--- src/rtl/chop_pkg.sv ---
package chop_pkg;
   typedef enum logic [1:0] {
      CHOP_OFF   = 2'b00,
      CHOP_DRIVE = 2'b01,
      CHOP_SLOW  = 2'b11
   } chop_cmd_e;
endpackage

--- src/rtl/chop_period_timer.sv ---
module chop_period_timer #(
   parameter int PERIOD_CYC = 1000,
   parameter int BLANK_CYC  = 75
) (
   input  logic clk,
   input  logic rst_n,
   input  logic en,
   output logic period_start,
   output logic blank_win,
   output logic last_cyc
);
   localparam int CNT_W = (PERIOD_CYC > 2) ? $clog2(PERIOD_CYC) : 1;
   localparam logic [CNT_W-1:0] LAST_OFS = CNT_W'(PERIOD_CYC - 1);

   logic [CNT_W-1:0] ofs_q;

   always_ff @(posedge clk or negedge rst_n) begin
      if (!rst_n)              ofs_q <= '0;
      else if (!en)            ofs_q <= '0;
      else if (ofs_q == LAST_OFS) ofs_q <= '0;
      else                     ofs_q <= ofs_q + 1'b1;
   end

   assign period_start = en && (ofs_q == '0);
   assign last_cyc     = en && (ofs_q == LAST_OFS);

   generate
      if (BLANK_CYC == 0) begin : g_noblank
         assign blank_win = 1'b0;
      end else begin : g_blank
         localparam logic [CNT_W-1:0] BLANK_END = CNT_W'(BLANK_CYC);
         assign blank_win = en && (ofs_q < BLANK_END);
      end
   endgenerate


   ofs_range_chk: assert property (@(posedge clk) disable iff (!rst_n)
      ofs_q <= LAST_OFS);


   start_single_chk: assert property (@(posedge clk) disable iff (!rst_n)
      period_start |=> !period_start);
endmodule

--- src/rtl/chop_trip_latch.sv ---
module chop_trip_latch (
   input  logic clk,
   input  logic rst_n,
   input  logic en,
   input  logic clr,
   input  logic arm,
   input  logic trip,
   output logic tripped
);
   always_ff @(posedge clk or negedge rst_n) begin
      if (!rst_n)             tripped <= 1'b0;
      else if (!en || clr)    tripped <= 1'b0;
      else if (arm && trip)   tripped <= 1'b1;
   end


   clr_on_disable_chk: assert property (@(posedge clk) disable iff (!rst_n)
      !en |=> !tripped);
endmodule

--- src/rtl/chop_cmd_sel.sv ---
module chop_cmd_sel
   import chop_pkg::*;
(
   input  logic      en,
   input  logic      tripped,
   output chop_cmd_e cmd
);
   always_comb begin
      if (!en)          cmd = CHOP_OFF;
      else if (tripped) cmd = CHOP_SLOW;
      else              cmd = CHOP_DRIVE;
   end
endmodule

--- src/rtl/chop_ctrl.sv ---
module chop_ctrl
   import chop_pkg::*;
#(
   parameter int PERIOD_CYC = 1000,
   parameter int BLANK_CYC  = 75
) (
   input  logic       clk,
   input  logic       rst_n,
   input  logic       en,
   input  logic       trip,
   output logic [1:0] chop_cmd,
   output logic       period_start,
   output logic       blanking
);
   generate
      if (PERIOD_CYC < 2) begin : g_bad_period
         $error("PERIOD_CYC must be at least 2");
      end
      if (BLANK_CYC < 0 || BLANK_CYC >= PERIOD_CYC - 1) begin : g_bad_blank
         $error("BLANK_CYC must lie in 0 .. PERIOD_CYC-2");
      end
   endgenerate

   logic      last_w;
   logic      tripped_w;
   chop_cmd_e cmd_w;

   chop_period_timer #(
      .PERIOD_CYC(PERIOD_CYC),
      .BLANK_CYC (BLANK_CYC)
   ) u_timer (
      .clk         (clk),
      .rst_n       (rst_n),
      .en          (en),
      .period_start(period_start),
      .blank_win   (blanking),
      .last_cyc    (last_w)
   );

   chop_trip_latch u_latch (
      .clk    (clk),
      .rst_n  (rst_n),
      .en     (en),
      .clr    (last_w),
      .arm    (!blanking),
      .trip   (trip),
      .tripped(tripped_w)
   );

   chop_cmd_sel u_sel (
      .en     (en),
      .tripped(tripped_w),
      .cmd    (cmd_w)
   );

   assign chop_cmd = cmd_w;


   off_when_idle_chk: assert property (@(posedge clk) disable iff (!rst_n)
      !en |-> (chop_cmd == 2'b00) && !period_start && !blanking);


   drive_at_start_chk: assert property (@(posedge clk) disable iff (!rst_n)
      period_start |-> chop_cmd == 2'b01);


   no_slow_in_blank_chk: assert property (@(posedge clk) disable iff (!rst_n)
      blanking |-> chop_cmd != 2'b11);


   trip_to_slow_chk: assert property (@(posedge clk) disable iff (!rst_n)
      (en && !blanking && trip && !last_w) ##1 en |-> chop_cmd == 2'b11);


   slow_hold_chk: assert property (@(posedge clk) disable iff (!rst_n)
      (chop_cmd == 2'b11) ##1 (en && !period_start) |-> chop_cmd == 2'b11);
endmodule

--- config.mk ---
export PLATFORM = sky130hd
export DESIGN_NAME = chop_ctrl
export DESIGN_NICKNAME = d
export VERILOG_FILES = /design/src/rtl/chop_pkg.sv /design/src/rtl/chop_period_timer.sv /design/src/rtl/chop_trip_latch.sv /design/src/rtl/chop_cmd_sel.sv /design/src/rtl/chop_ctrl.sv
export SDC_FILE = /design/constraint.sdc
export NUM_CORES = 1
export LEC_CHECK = 0
export CAP_MARGIN = 25
export CORE_ASPECT_RATIO = 0.75
export CORE_MARGIN = 4
export CORE_UTILIZATION = 30
export DETAILED_ROUTE_END_ITERATION = 7
export DONT_BUFFER_PORTS = 1
export PLACE_DENSITY = 0.44
export SKIP_LAST_GASP = 1
export SYNTH_ARGS = -nofsm -noshare
export SYNTH_HDL_FRONTEND = slang
export SYNTH_SLANG_ARGS = --single-unit
--- constraint.sdc ---
create_clock -name clk -period 1.81 [get_ports clk]
set_input_delay 0.0905 -clock clk [delete_from_list [all_inputs] [get_ports clk]]
set_output_delay 0.0905 -clock clk [all_outputs]
set_load 0.01 [all_outputs]
==> run_results.csv <==
group,metric,value,unit
outcome,outcome,"finished clean",
floorplanning,die-area,2966,µm²
floorplanning,die_h,48.18,µm
synth,syn_nets,73,
clocking,h-tree-depth,1,
worst_setup_path,critPathCaptureType,"output port",
synth,ys_ff_latch,11,
floorplanning,io-pin-count,8,
floorplanning,row_count,14,
clocking,cts_setup_buffers,0,
clocking,numClockSinks,11,
synth,ys_seq_area_share,42.64,%
placement,placed_cells,89,
placement,place_hpwl,962.9,µm
finish,nNetsFinal,79,
routing,wirelength,1356,µm
clocking,clk_latency,0.27,ns
worst_setup_path,critPathKind,"register to output port",
finish,fillers,215,
timing,worst_pin_slew,0.5182,ns
timing,holdWs,0.02000,ns
global_route,grt_overflow_total,0,
floorplanning,core,2032,µm²
power,ir_drop,0.2878,mV
global_route,grt_pass1_vias,495,
clocking,cts.clk_slew.worst_paths,0.08,ns
finish,final_cells,96,
placement,port_buffers,0,
placement,place_area,663.1,µm²
timing,period_share,96.80,%
finish,postLayoutCoreUtil,35.47,%
floorplanning,fp.dieW,61.57,µm
finish,final_cell_mix,"10 x dfrtp_1, 7 x nor2_1, 6 x inv_1",
synth,synth_area,645.6,µm²
worst_setup_path,critPathLaunchType,"register",
synth,ys_types,33,
power,leakage,0.3235,nW
timing,setup_viol,0,
global_route,grt_pass1_wl,2442,µm
clocking,cts_buffers,3,
routing,drc_errors,0,
clocking,cts_tree,"built",
worst_setup_path,required,1.72,ns
timing,rsz0062_at_grt,"true",
synth,synth_warnings,0,
routing,routed_via_density,5.271,
hold_path,hp-class,"input pin to register",
finish,n_antenna_cell,0,
routing,final_antenna_net_count,0,
finish,drive_above_1_share,13.89,%
floorplanning,start_util,31.77,%
timing,max_freq,570.8,MHz
finish,design_area,720.7,µm²
worst_setup_path,worstPathMaxFanout,6,
placement,gp_congestion,0.7444,
global_route,antenna_found_initial,0,
routing,vias,506,
timing,slew_headroom,65.34,%
flow_run,drv_cap,0,
clocking,clock_path_buffers,2,
synth,synth_area_per_cell,9.636,µm²
global_route,track_usage,11.91,%
routing,drt_iter0_markers,9,
finish,final_common_cell,"dfrtp_1",
finish,syn_to_final_growth,11.63,%
timing,drv_slew,0,
timing,fin_skew,0.007302,ns
synth,syn_inst,67,
timing,setup_tns,0,ns
routing,wl_per_cell,14.13,µm
timing,period_minus_slack,1.752,ns
worst_setup_path,worstPathArrival,1.66,ns
clocking,root_buffer,"clkbuf_4",
routing,first_pass_iters,4,
power,p_per_area,697.3,nW/µm²
timing,final_hold_viol_count,0,
global_route,grt_max_degree,12,
metrics by stage:
stage / power, W / setup WS [ns]
6_report: 0.0005025 / 0.05795
5_1_grt: 0.0005346 / -0.01391
4_1_cts: 0.0005119 / 0.01636
3_5_place_dp: 0.0003257 / 0.2961
3_3_place_gp: 0.0003262 / 0.2466
2_1_floorplan: 0.0003154 / 0.3654
sequential cells by signal (all words and copies together), names as in the netlist:
register         count
u_latch.tripped      1
u_timer.ofs_q       10
where the power goes:
| group | internal, W | switching [W] |
|---|---|---|
| clock network | 0.0000852 | 0.0000862 |
| logic | 0.0000289 | 0.0000320 |
| registers | 0.000257 | 0.0000128 |
worst paths after layout:
| check | slack (ns) | to | cells past startpoint | start |
|---|---|---|---|---|
| hold / removal | 0.02 | u_timer.ofs_q[2] | 2 | en |
| max in group asynchronous | 1.21 | u_timer.ofs_q[9] | 1 | rst_n |
| setup / recovery | 0.06 | blanking | 2 | u_timer.ofs_q[9] |
| setup reg to reg | 0.28 | u_timer.ofs_q[3] | 4 | u_timer.ofs_q[0] |
| min in group asynchronous | 0.23 | u_timer.ofs_q[4] | 1 | rst_n |
| hold reg to reg | 0.48 | u_timer.ofs_q[0] | 1 | u_timer.ofs_q[0] |
routing by layer:
metal | GRT usage, % | up-vias | share of wire, %
met3 | 6.614 | 2 | 4.6
met2 | 17.12 | 6 | 44
met1 | 15.25 | 244 | 50
met4 | 3.814 | 0 | 0.74
met5 | 0 | - | 0
li1 | - | 254 | -
worst max-delay path, cell delays in order (launching register included):
cell and delay (ns):
dfrtp_2 0.45, or4b_4 0.54, nor3_1 0.41
cell usage after synthesis:
library cell	instances	area share, %
or2b_1	1	1.2
xor2_1	2	2.7
buf_2	1	0.77
dfrtp_1	11	43
o21a_1	1	1.2
o221a_2	1	1.7
buf_4	2	2.3
or4_4	1	1.7
inv_1	6	3.5
a21oi_2	1	1.4
nand4_1	2	1.9
a41o_1	1	1.6
or4_1	1	1.2
ha_1	2	3.9
nor4_1	1	0.97
and4bb_1	1	1.9
a21oi_1	4	3.1
nor3_1	1	0.77
nor2_1	7	4.1
nand2_1	2	1.2
o211a_1	1	1.6
and4_1	1	1.4
nand2_2	1	0.97
and3_1	1	0.97
or3_1	2	1.9
or4b_4	1	2.1
and2_1	1	0.97
xnor2_1	1	1.4
o31ai_1	2	2.3
or4b_1	1	1.6
nand3_1	3	2.3
o311ai_1	1	1.4
o21ai_0	2	1.6
kinds of logic (layout without fill, tap and decap cells):
logic type | after synthesis | count (layout) | synth area share, %
AO/OA/AOI/OAI | 14 | 14 | 15.70
XOR/XNOR | 3 | 3 | 4.071
adder cells (fa/ha/maj) | 2 | 2 | 3.875
buffers and inverters | 9 | 14 | 6.587
flip-flops | 11 | 11 | 42.64
AND/OR/NAND/NOR | 28 | 28 | 27.13
area by class of cell:
| type | instances | area [µm²] | share of cell area [%] |
|---|---|---|---|
| timing repair buffer | 4 | 37.54 | 5.208 |
| sequential | 11 | 276.5 | 38.37 |
| inverter | 6 | 22.52 | 3.125 |
| clock buffer | 4 | 26.28 | 3.646 |
| tap | 24 | 30.03 | 4.167 |
| multi-input combinational | 47 | 327.8 | 45.49 |
timing repair:
| item | in CTS | in global routing |
|---|---|---|
| hold buffers | 3 | 0 |
| endpoints found under the setup margin | 0 | 2 |
| endpoints found under the hold margin | 14 | 0 |
| gates resized for setup | 0 | 1 |
Note: power is estimated with default switching activity, not from simulation.
